File: config.mk
export PLATFORM = sky130hd
export DESIGN_NAME = i2c_word_loader
export DESIGN_NICKNAME = d
export VERILOG_FILES = /design/src/rtl/wl_pkg.sv /design/src/rtl/wl_sync.sv /design/src/rtl/wl_bus_events.sv /design/src/rtl/wl_byte_fsm.sv /design/src/rtl/i2c_word_loader.sv
export SDC_FILE = /design/constraint.sdc
export NUM_CORES = 1
export LEC_CHECK = 0
export BUFFER_PORTS_ARGS = -buffer_cell sky130_fd_sc_hd__buf_4
export CELL_PAD_IN_SITES_DETAIL_PLACEMENT = 1
export CELL_PAD_IN_SITES_GLOBAL_PLACEMENT = 2
export CORE_MARGIN = 4
export CORE_UTILIZATION = 38
export CTS_BUF_LIST = sky130_fd_sc_hd__clkbuf_4
export CTS_CLUSTER_SIZE = 8
export DETAILED_ROUTE_END_ITERATION = 16
export GPL_TIMING_DRIVEN = 0
export PLACE_DENSITY_LB_ADDON = 0.1
export SYNTH_ARGS = -nofsm -noshare
export SYNTH_HDL_FRONTEND = slang
export SYNTH_HIERARCHICAL = 1
export SYNTH_SLANG_ARGS = --single-unit
File: constraint.sdc
create_clock -name clk -period 2.09 [get_ports clk]
set_input_delay 0.209 -clock clk [delete_from_list [all_inputs] [get_ports clk]]
set_output_delay 0.209 -clock clk [all_outputs]
set_load 0.05 [all_outputs]
File: src/rtl/wl_pkg.sv
package wl_pkg;
    typedef enum logic [2:0] {
        ST_IDLE,
        ST_ADDR,
        ST_ADDR_ACK,
        ST_DATA,
        ST_DATA_ACK,
        ST_IGNORE
    } wl_state_e;
endpackage

File: src/rtl/wl_sync.sv
module wl_sync #(
    parameter int          W       = 2,
    parameter int          STAGES  = 2,
    parameter logic [W-1:0] RST_VAL = '1
) (
    input  logic         clk,
    input  logic         rst_n,
    input  logic [W-1:0] async_i,
    output logic [W-1:0] sync_o
);
    logic [W-1:0] stage_q [STAGES];

    genvar s;
    generate
        for (s = 0; s < STAGES; s++) begin : g_stage
            if (s == 0) begin : g_first
                always_ff @(posedge clk or negedge rst_n) begin
                    if (!rst_n) stage_q[s] <= RST_VAL;
                    else        stage_q[s] <= async_i;
                end
            end else begin : g_next
                always_ff @(posedge clk or negedge rst_n) begin
                    if (!rst_n) stage_q[s] <= RST_VAL;
                    else        stage_q[s] <= stage_q[s-1];
                end
            end
        end
    endgenerate

    assign sync_o = stage_q[STAGES-1];
endmodule

File: src/rtl/wl_bus_events.sv
module wl_bus_events (
    input  logic clk,
    input  logic rst_n,
    input  logic scl_s,
    input  logic sda_s,
    output logic scl_rise,
    output logic scl_fall,
    output logic start_evt,
    output logic stop_evt
);
    logic scl_q;
    logic sda_q;

    always_ff @(posedge clk or negedge rst_n) begin
        if (!rst_n) begin
            scl_q <= 1'b1;
            sda_q <= 1'b1;
        end else begin
            scl_q <= scl_s;
            sda_q <= sda_s;
        end
    end

    always_comb begin
        scl_rise  = scl_s && !scl_q;
        scl_fall  = !scl_s && scl_q;
        start_evt = scl_s && scl_q && sda_q && !sda_s;
        stop_evt  = scl_s && scl_q && !sda_q && sda_s;
    end
endmodule

File: src/rtl/wl_byte_fsm.sv
module wl_byte_fsm
    import wl_pkg::*;
#(
    parameter int              BYTE_W     = 8,
    parameter int              WORD_BYTES = 3,
    parameter int              SEL_W      = 2,
    parameter logic [BYTE_W-1:0] ADDR_BASE = 8'hC0
) (
    input  logic                         clk,
    input  logic                         rst_n,
    input  logic                         scl_rise,
    input  logic                         scl_fall,
    input  logic                         start_evt,
    input  logic                         stop_evt,
    input  logic                         sda_level,
    input  logic [SEL_W-1:0]             addr_sel,
    output logic                         sda_pull,
    output logic [WORD_BYTES*BYTE_W-1:0] word,
    output logic                         word_valid,
    output wl_state_e                    state
);
    localparam int WORD_W = WORD_BYTES * BYTE_W;
    localparam int BIT_CW = $clog2(BYTE_W + 1);
    localparam int BYTE_CW = (WORD_BYTES > 1) ? $clog2(WORD_BYTES) : 1;

    wl_state_e            state_n;
    logic [BIT_CW-1:0]    bit_cnt;
    logic [BYTE_CW-1:0]   byte_cnt;
    logic [BYTE_W-1:0]    shreg;
    logic [WORD_W-1:0]    word_sr;
    logic                 byte_done;
    logic                 addr_hit;
    logic [BYTE_W-1:0]    own_addr;

    always_comb begin
        own_addr  = ADDR_BASE | (BYTE_W'(addr_sel) << 1);
        addr_hit  = (shreg == own_addr);
        byte_done = scl_fall && (bit_cnt == BIT_CW'(BYTE_W));
    end

    // state register
    always_ff @(posedge clk or negedge rst_n) begin
        if (!rst_n) state <= ST_IDLE;
        else        state <= state_n;
    end

    // next-state logic
    always_comb begin
        state_n = state;
        if (start_evt) begin
            state_n = ST_ADDR;
        end else if (stop_evt) begin
            state_n = ST_IDLE;
        end else begin
            unique case (state)
                ST_IDLE, ST_IGNORE: state_n = state;
                ST_ADDR:     if (byte_done) state_n = addr_hit ? ST_ADDR_ACK : ST_IGNORE;
                ST_ADDR_ACK: if (scl_fall)  state_n = ST_DATA;
                ST_DATA:     if (byte_done) state_n = ST_DATA_ACK;
                ST_DATA_ACK: if (scl_fall)  state_n = ST_DATA;
                default:     state_n = ST_IDLE;
            endcase
        end
    end

    // outputs and datapath
    always_ff @(posedge clk or negedge rst_n) begin
        if (!rst_n) begin
            bit_cnt    <= '0;
            byte_cnt   <= '0;
            shreg      <= '0;
            word_sr    <= '0;
            word       <= '0;
            word_valid <= 1'b0;
            sda_pull   <= 1'b0;
        end else begin
            word_valid <= 1'b0;
            if (start_evt) begin
                bit_cnt  <= '0;
                byte_cnt <= '0;
                sda_pull <= 1'b0;
            end else if (stop_evt) begin
                bit_cnt  <= '0;
                sda_pull <= 1'b0;
            end else begin
                unique case (state)
                    ST_ADDR, ST_DATA: begin
                        if (scl_rise && bit_cnt < BIT_CW'(BYTE_W)) begin
                            shreg   <= {shreg[BYTE_W-2:0], sda_level};
                            bit_cnt <= bit_cnt + 1'b1;
                        end
                        if (byte_done) begin
                            bit_cnt <= '0;
                            if (state == ST_ADDR) begin
                                sda_pull <= addr_hit;
                            end else begin
                                sda_pull <= 1'b1;
                                word_sr  <= {word_sr[WORD_W-BYTE_W-1:0], shreg};
                                if (byte_cnt == BYTE_CW'(WORD_BYTES - 1)) begin
                                    word       <= {word_sr[WORD_W-BYTE_W-1:0], shreg};
                                    word_valid <= 1'b1;
                                    byte_cnt   <= '0;
                                end else begin
                                    byte_cnt <= byte_cnt + 1'b1;
                                end
                            end
                        end
                    end
                    ST_ADDR_ACK, ST_DATA_ACK: begin
                        if (scl_fall) sda_pull <= 1'b0;
                    end
                    default: sda_pull <= 1'b0;
                endcase
            end
        end
    end
endmodule

File: src/rtl/i2c_word_loader.sv
module i2c_word_loader
    import wl_pkg::*;
#(
    parameter int                BYTE_W      = 8,
    parameter int                WORD_BYTES  = 3,
    parameter int                SEL_W       = 2,
    parameter int                SYNC_STAGES = 2,
    parameter logic [BYTE_W-1:0] ADDR_BASE   = 8'hC0
) (
    input  logic                         clk,
    input  logic                         rst_n,
    input  logic                         scl_i,
    input  logic                         sda_i,
    input  logic [SEL_W-1:0]             addr_sel_i,
    output logic                         sda_pull_o,
    output logic [WORD_BYTES*BYTE_W-1:0] word_o,
    output logic                         word_valid_o
);
    logic [1:0] bus_s;
    logic       scl_rise, scl_fall, start_evt, stop_evt;
    wl_state_e  fsm_state;

    wl_sync #(.W(2), .STAGES(SYNC_STAGES), .RST_VAL(2'b11)) u_sync (
        .clk    (clk),
        .rst_n  (rst_n),
        .async_i({scl_i, sda_i}),
        .sync_o (bus_s)
    );

    wl_bus_events u_events (
        .clk      (clk),
        .rst_n    (rst_n),
        .scl_s    (bus_s[1]),
        .sda_s    (bus_s[0]),
        .scl_rise (scl_rise),
        .scl_fall (scl_fall),
        .start_evt(start_evt),
        .stop_evt (stop_evt)
    );

    wl_byte_fsm #(
        .BYTE_W    (BYTE_W),
        .WORD_BYTES(WORD_BYTES),
        .SEL_W     (SEL_W),
        .ADDR_BASE (ADDR_BASE)
    ) u_fsm (
        .clk       (clk),
        .rst_n     (rst_n),
        .scl_rise  (scl_rise),
        .scl_fall  (scl_fall),
        .start_evt (start_evt),
        .stop_evt  (stop_evt),
        .sda_level (bus_s[0]),
        .addr_sel  (addr_sel_i),
        .sda_pull  (sda_pull_o),
        .word      (word_o),
        .word_valid(word_valid_o),
        .state     (fsm_state)
    );
endmodule

# Word level (Yosys, flattened, before mapping)
# Cells that the tools add are included.
# classes
n_mux	30
magnitude_cmp	1
n_addsub	2
eq_ne	15
n_bitwise	3
n_reduce_logical	28
# ops
op	n
$mux W4	5
$mux W3	6
$mux W2	6
$ne A4 B3 Y1 const B	3
$pmux W3 S4	1
$reduce_and A4 Y1	3
$mux W1	11
$logic_and A1 B1 Y1	9
$eq A8 B8 Y1	1
$eq A3 B2 Y1 const B	2
$eq A3 B3 Y1 const B	2
$reduce_and A6 Y1	1
$reduce_or A2 Y1	3
$reduce_and A5 Y1	1
$add A4 B1 Y4 const B	1
$eq A4 B4 Y1 const B	1
$logic_not A1 Y1	4
$lt A4 B4 Y1 const B	1
$ne A2 B2 Y1 const B	2
$ne A4 B1 Y1 const B	1
$reduce_and A2 Y1	2
$reduce_bool A2 Y1	2
$reduce_bool A4 Y1	1
$eq A3 B1 Y1 const B	1
other kinds (7)	9
# totals
register_bits	65
output_inout_bits	26
wordCells	91
input_bits	6

# Longest topological paths before layout
# Gate-level depths: netlist (run 1).
# depth
depth_word	8
depth_mapped	7
mapped_depth_nobuf	6

# Modules after synthesis
# The synthesis (run 1) kept the hierarchy.
# by_module_without_submodules
module	instances	area_per_inst_um2	cells_each	seq_area_each_um2
wl_byte_fsm	1	2537.4	182	1476.4
wl_sync	1	120.1	6	105.1
wl_bus_events	1	85.1	6	52.6

# Least setup slack after synthesis (run 1)
# No wires, ideal clock.
# synth_timing
path_kind	register -> register
start	register u_sync.stage_q, in the netlist u_sync/sync_o[0]
end	register u_fsm.word[0]
setup_slack_ns	-0.140
arrival_ns	2.105
stages_incl_launch_ff	8
required_time_ns	1.965
synth_period_minus_slack_ns	2.230
n_path_buf	2
setup_ns	0.125
path_cell_list	dfstp_2 buf_4 and4b_1 nor2_2 nand4_4 nor3b_4 buf_6 mux2_2
# synth_between
elab_chain_len	4
elab_cells_between_ends	6
cone_classes	2 x bitwise; 4 x reduce/logical
# synth_lines
element	line	rtl
from (decl)	wl_sync.sv:11	logic [W-1:0] stage_q [STAGES];
from (signal, indexed assignment)	wl_sync.sv:24	else stage_q[s] <= stage_q[s-1];
$logic_not A1 Y1	wl_bus_events.sv:27	start_evt = scl_s && scl_q && sda_q && !sda_s;
$logic_and A1 B1 Y1	wl_bus_events.sv:27	
named net start_evt	i2c_word_loader.sv:20	logic scl_rise, scl_fall, start_evt, stop_evt;
$not A1 Y1 (no source line)	--	
$reduce_and A6 Y1 (no source line)	--	
to (signal assigned)	wl_byte_fsm.sv:100	word <= {word_sr[WORD_W-BYTE_W-1:0], shreg};
to (decl)	wl_byte_fsm.sv:18	output logic [WORD_BYTES*BYTE_W-1:0] word,
# The timed path passes the listed nets, and every way through them passes these cells.
# A chain may end at the register's enable or synchronous reset.

# Worst setup path in the final report (run 1)
# layout_timing
start	register u_events.scl_q
end	register u_fsm.word[6]
# layout_between
elab_cells_between_ends	10
cone_classes	2 x bitwise; 8 x reduce/logical
# layout_lines
element	line	rtl
from (decl)	wl_bus_events.sv:11	logic scl_q;
from (signal assigned)	wl_bus_events.sv:19	scl_q <= scl_s;
$logic_and A1 B1 Y1	wl_bus_events.sv:26	scl_fall = !scl_s && scl_q;
named net scl_fall	i2c_word_loader.sv:20	
$logic_and A1 B1 Y1	wl_byte_fsm.sv:38	byte_done = scl_fall && (bit_cnt == BIT_CW'(BYTE_W));
$reduce_and A6 Y1 (no source line)	--	
# The timed path passes the listed nets, and every way through them passes these cells.

==> results of run 1 <==
[worst reg2reg max path, cell delays in order (launching register included)]
cell and delay [ns]:
dfstp_2 0.56, nor2b_4 0.15, and4b_2 0.28, nand4_4 0.11, nor3b_4 0.21, buf_6 0.18
clkbuf_16 0.17, mux2_2 0.32
[placed cells by master (no fill, tap or decap), types with 2 or more instances in the layout]
cell / instances
o211ai_1: 2
nor2b_1: 5
mux2i_1: 2
nor3_1: 4
buf_2: 3
a31oi_1: 2
mux2_2: 31
buf_6: 3
dfstp_2: 6
dfrtp_1: 59
o21a_1: 2
mux2_4: 17
a21oi_1: 4
nor2_1: 8
and4b_2: 2
bufinv_16: 2
nor4_1: 2
buf_4: 42
clkbuf_4: 9
nand2_1: 6
inv_1: 3
inv_6: 3
xor2_1: 3
ha_1: 2
dlygate4sd3_1: 3
[registers in the layout, summed over array words and instances (netlist names), 2 cells and up]
register / cells
u_fsm/bit_cnt: 4
u_fsm/byte_cnt: 2
u_fsm/shreg: 8
u_fsm/state: 3
u_fsm/word: 24
u_fsm/word_sr: 16
u_sync/stage_q: 2
u_sync/sync_o: 2
[layout make-up]
cell class	instances	area, um^2
buffer	7	65.1
inverter	3	11.3
clock inverter	7	100
tap	96	120
multi-input combinational	117	1130
sequential	65	1630
clock buffer	9	67.6
fill	727	3390
timing repair buffer	47	389
[cell usage after synthesis (2+ instances only)]
cell / instances
a21oi_1: 4
a31oi_1: 2
and4b_1: 3
buf_2: 4
buf_4: 2
buf_6: 2
dfrtp_1: 59
dfstp_2: 6
ha_1: 2
inv_1: 3
mux2_2: 48
mux2i_1: 2
nand2_1: 7
nor2_1: 8
nor2b_1: 6
nor3_1: 4
nor4_1: 2
o211ai_1: 2
o21a_1: 2
xor2_1: 3
[timing repair]
action,in CTS,in global routing
endpoints found under the setup margin,27,26
gates resized for setup,6,24
endpoints found under the hold margin,61,0
cloned,1,1
pin swaps,2,3
hold buffers,3,0
setup buffers,9,2
[logic make-up after synthesis]
| kind of cell | share of synthesized area |
|---|---|
| flip-flops | 0.596 |
| adder cells (fa/ha/maj) | 0.0128 |
| AO/OA/AOI/OAI | 0.0401 |
| multiplexers | 0.204 |
| buffers and inverters | 0.0265 |
| AND/OR/NAND/NOR | 0.108 |
| XOR/XNOR | 0.0128 |
[worst min-delay path by stage]
stage                            from                end
finish              u_sync/stage_q[2]   u_sync/sync_o[0]
global route        u_sync/stage_q[3]   u_sync/sync_o[1]
CTS                 u_sync/stage_q[2]   u_sync/sync_o[0]
detailed placement              scl_i  u_sync/stage_q[3]
global placement                sda_i  u_sync/stage_q[2]
floorplan                       rst_n   u_fsm/bit_cnt[0]
[power groups by stage]
stage	Sequential (W)	Combinational, W	Clock [W]
2_1_floorplan	0.00149	0.000452	0
3_3_place_gp	0.00154	0.000560	0
3_5_place_dp	0.00155	0.000588	0
4_1_cts	0.00152	0.000598	0.00101
5_1_grt	0.00155	0.000706	0.00106
6_report	0.00152	0.000637	0.000977
[per-stage QoR]
step                power, W  setup slack, ns  instance area [um^2]  std cells  hold WS, ns
global route         0.00332          -0.0648                  3520        351        0.371
global placement     0.00210           -0.432                  3110        321        0.318
detailed placement   0.00214           -0.419                  3110        321        0.319
floorplan            0.00194          -0.0610                  2760        194      -0.0866
CTS                  0.00313          -0.0247                  3390        349        0.367
finish               0.00314          0.00517                  3520        351        0.365
[layer usage]
layer | global-route usage | vias up
met5 | 0 | -
met4 | 0.0647 | 0
met3 | 0.0252 | 5
met2 | 0.229 | 32
met1 | 0.185 | 907
li1 | - | 817
==> results.json, run 1 <==
{
  "syn_avg_cell_area_um2": 14.1,
  "drive_gt1_frac": 0.525,
  "combPwrFrac": 0.203,
  "die_w_um": 93.0,
  "fin_util": 0.510,
  "seqPwrFrac": 0.486,
  "die_area_um2": 8640,
  "cts_tree": "done",
  "powerDensity_nw_per_um2": 892,
  "yosys_warnings": 6,
  "setup.worst_path.start_class": "register",
  "synth_cell_type_count": 43,
  "drcViolationCount": 0,
  "slowest_delay_ns": 0.56,
  "p_leak_nw": 1.71,
  "ioPinCount": 32,
  "postRouteAntennaNets": 0,
  "clkPwrFrac": 0.311,
  "syn_nets": 202,
  "dr_total_vias": 1761,
  "htree_levels": 3,
  "rows": 30,
  "grt_pass1_wl_um": 9340,
  "initial_core_util": 0.397,
  "netlist_top_cells_area": "dfrtp_1, mux2_2, dfstp_2",
  "viasPerCell": 5.02,
  "hold_path_depth": 0,
  "slew_viol_final": 0,
  "synth_top_area_frac": 0.538,
  "p_int_w": 0.00217,
  "antenna_cells": 0,
  "grt_antenna_before_repair": 0,
  "swShare": 0.310,
  "period_minus_slack_ns": 2.08,
  "routed_wl_um": 5890,
  "design.final.nets": 258,
  "crit_path_cell_trace": "nor2b_4 -> and4b_2 -> nand4_4 -> nor3b_4 -> buf_6 -> clkbuf_16 -> mux2_2",
  "critPathCaptureType": "register",
  "core_um2": 6910,
  "fmax_mhz": 480,
  "wl_met2_um": 2940,
  "rsz0062_at_grt": "true",
  "async_flop_share": 1.00,
  "setup.worst_path.start": "u_events/scl_q",
  "worstSetupEndpoint": "u_fsm/word[6]",
  "cts_buffers": 9,
  "track_usage": 0.141,
  "area.growth.synth_to_final_pct": 28.3,
  "path_class": "register to register",
  "crit_fanout": 6,
  "switchingPower_w": 0.000972,
  "grt_pass1_vias": 1906,
  "path_clk_slew_ns": 0.11,
  "cts.root.buffer_cell": "clkbuf_4",
  "setup_viol": 0,
  "drv_cap": 0,
  "hold_viol": 0,
  "status": "finished clean",
  "cts_sinks": 65,
  "cp_num_buf_inv": 2,
  "r2r_start": "u_events/scl_q",
  "slew-limit-headroom": 0.467,
  "clk_latency_ns": 0.39,
  "tns_ns": 0,
  "place_congestion": 0.826,
  "cp.required_ns": 2.37,
  "portBuffers": 31,
  "rr_endpoint": "u_fsm/word[6]",
  "cp.depth": 7,
  "wl_met3_um": 155,
  "synthCells": 194,
  "overflow": 0,
  "ys_seq_area_frac": 0.596,
  "post_drt_wl_per_cell_um": 16.8,
  "synth_edf_count": 0,
  "yosys.area.top_type": "dfrtp_1",
  "dieHeight_um": 93.0,
  "grt_max_degree": 66,
  "r2r_slack_ns": 0.005,
  "post-dp-hpwl_um": 3910,
  "r2r_cells": 7,
  "dr.first_iter.drc_count": 10,
  "highest_layer": "met4",
  "fin_crit_sh": 0.998,
  "netlist_area_um2": 2740,
  "slowest_stage": "dfstp_2",
  "worstPathArrival_ns": 2.37,
  "drt-met1-wl_um": 2720,
  "min_path_type": "register to register",
  "critPathTopFamily": "simple AND/OR/NAND/NOR gates",
  "firstDrtPassIters": 4,
  "finClkSkew_ns": 0.0179,
  "cts_buffer_depth": 2,
  "synth_top_flop_cell": "dfrtp_1",
  "worst_pin_slew_ns": 0.799,
  "synth_seq_cells": 65,
  "max-vdd-ir-drop_v": 0.000400
}
Power figures use the tool's default switching activity.
==> inputs of run 2 (changes only) <==
==> constraint.sdc (replaced) <==
create_clock -name clk -period 2.09 [get_ports clk]
set_input_delay 0.5225 -clock clk [delete_from_list [all_inputs] [get_ports clk]]
set_output_delay 0.5225 -clock clk [all_outputs]
set_load 0.05 [all_outputs]
==> results.json, run 2 (synthesis results as in run 1) <==
{
  "track_usage": 0.140,
  "ioPinCount": 32,
  "grt_antenna_before_repair": 0,
  "critPathCaptureType": "register",
  "antenna_cells": 0,
  "grt_pass1_wl_um": 9240,
  "grt_busiest_layer": "met2",
  "use_met2": 0.225,
  "overflow": 0,
  "cts_buffers": 9,
  "die_w_um": 93.0,
  "clk_latency_ns": 0.39,
  "dr.first_iter.drc_count": 16,
  "rsz0062_at_grt": "true",
  "htree_levels": 3,
  "period_minus_slack_ns": 2.08,
  "setup.worst_path.start_class": "register",
  "setup_viol": 0,
  "fmax_mhz": 481,
  "whs_ns": 0.213,
  "path_class": "register to register",
  "min_path_type": "input pin to async pin",
  "routed_wl_um": 5850,
  "slowest_stage": "dfstp_2",
  "slowest_delay_ns": 0.56,
  "finalPower_w": 0.00313,
  "r2r_slack_ns": 0.009,
  "largest_register_ff_count": 24,
  "final_area_um2": 3490,
  "portBuffers": 31,
  "crit_fanout": 6,
  "post-dp-hpwl_um": 3910,
  "drive_gt1_frac": 0.532,
  "design.final.nets": 255,
  "worstPathArrival_ns": 2.36,
  "grt_util_met3": 0.0260,
  "firstDrtPassIters": 2,
  "fin_crit_sh": 0.996,
  "final_common_cell": "dfrtp_1",
  "cp.required_ns": 2.37,
  "dieHeight_um": 93.0,
  "max-vdd-ir-drop_v": 0.000400,
  "slew_viol_final": 0,
  "initial_core_util": 0.397,
  "hold_viol": 0,
  "postRouteAntennaNets": 0,
  "largestRegisters": "u_fsm/word x24, u_fsm/word_sr x16, u_fsm/shreg x8",
  "drcViolationCount": 0,
  "cts_buffer_depth": 2,
  "largest-register": "u_fsm/word",
  "cts_sinks": 65,
  "crit_path_cell_trace": "nor2b_4 -> and4b_2 -> nand4_4 -> nor3b_4 -> buf_6 -> clkbuf_16 -> mux2_2",
  "drv_cap": 0,
  "core_um2": 6910,
  "cts_tree": "done",
  "area.growth.synth_to_final_pct": 27.2,
  "powerDensity_nw_per_um2": 897,
  "placed_area_um2": 3110,
  "grt_util_met1": 0.183,
  "dr_total_vias": 1745,
  "worst_pin_slew_ns": 0.796,
  "p_leak_nw": 1.70,
  "path_clk_slew_ns": 0.13,
  "status": "finished clean",
  "finClkSkew_ns": 0.0177,
  "final_cell_mix": "dfrtp_1, buf_4, mux2_2",
  "slew-limit-headroom": 0.470,
  "grt_max_degree": 66,
  "post_drt_wl_per_cell_um": 16.8,
  "rows": 30,
  "viasPerCell": 5.01,
  "die_area_um2": 8640,
  "cts.root.buffer_cell": "clkbuf_4",
  "place_congestion": 0.826,
  "grt_pass1_vias": 1887
}
-- run 2: changes by cell type in the layout (fill, tap and decap cells not counted) --
cell	before	now
dlygate4sd3_1	3	0
-- run 2: through the flow --
stage	setup WS [ns]	TNS, ns	std cells	utilization
6_report	0.00936	0	348	0.505
3_3_place_gp	-0.432	-9.31	321	0.450
3_5_place_dp	-0.419	-8.93	321	0.450
5_1_grt	-0.0648	-1.01	348	0.505
2_1_floorplan	-0.0610	-1.14	194	-
4_1_cts	-0.0247	-0.224	346	0.486
-- run 2: final timing paths --
kind / from / endpoint / cells after the start
min in group clk: scl_i / u_sync/stage_q[3] / 1
min reg2reg: u_sync/stage_q[2] / u_sync/sync_o[0] / 0
max in group asynchronous: rst_n / u_fsm/word[0] / 1
max: u_events/scl_q / u_fsm/word[6] / 7
max reg2reg: u_events/scl_q / u_fsm/word[6] / 7
min: rst_n / u_fsm/word[18] / 1
-- run 2: layout make-up --
class / count / area, um^2
fill: 730 / 3420
sequential: 65 / 1630
multi-input combinational: 117 / 1130
timing repair buffer: 44 / 359
tap: 96 / 120
clock inverter: 7 / 100
clock buffer: 9 / 67.6
buffer: 7 / 65.1
inverter: 3 / 11.3
-- run 2: worst max-delay path: cells and delay by family, from the launching register on --
| kind | cells | cell delay (ns) |
|---|---|---|
| AND/OR/NAND/NOR | 4 | 0.75 |
| flip-flops | 1 | 0.56 |
| buffers and inverters | 2 | 0.34 |
| multiplexers | 1 | 0.32 |
-- run 2: where the power goes --
part,switching (W),total (W),leakage (nW),internal (W)
Clock,0.000479,0.000977,0.0913,0.000498
Sequential,0.000136,0.00152,0.870,0.00139
Combinational,0.000352,0.000630,0.735,0.000279
Total,0.000967,0.00313,1.70,0.00216
-- run 2: repair_timing --
item,4_1_cts,5_1_grt
cloned,1,1
hold buffers,0,0
buffers inserted,9,2
setup endpoints to repair,27,26
endpoints found under the hold margin,0,0
pin swaps,2,3
resized for setup,6,24
-- run 2: per-layer routing --
| metal | vias to the layer above | share of wire | wire, um |
|---|---|---|---|
| li1 | 808 | - | - |
| met1 | 900 | 0.46 | 2690 |
| met2 | 30 | 0.50 | 2920 |
| met3 | 7 | 0.028 | 163 |
| met4 | 0 | 0.015 | 87 |
| met5 | - | 0 | 0 |
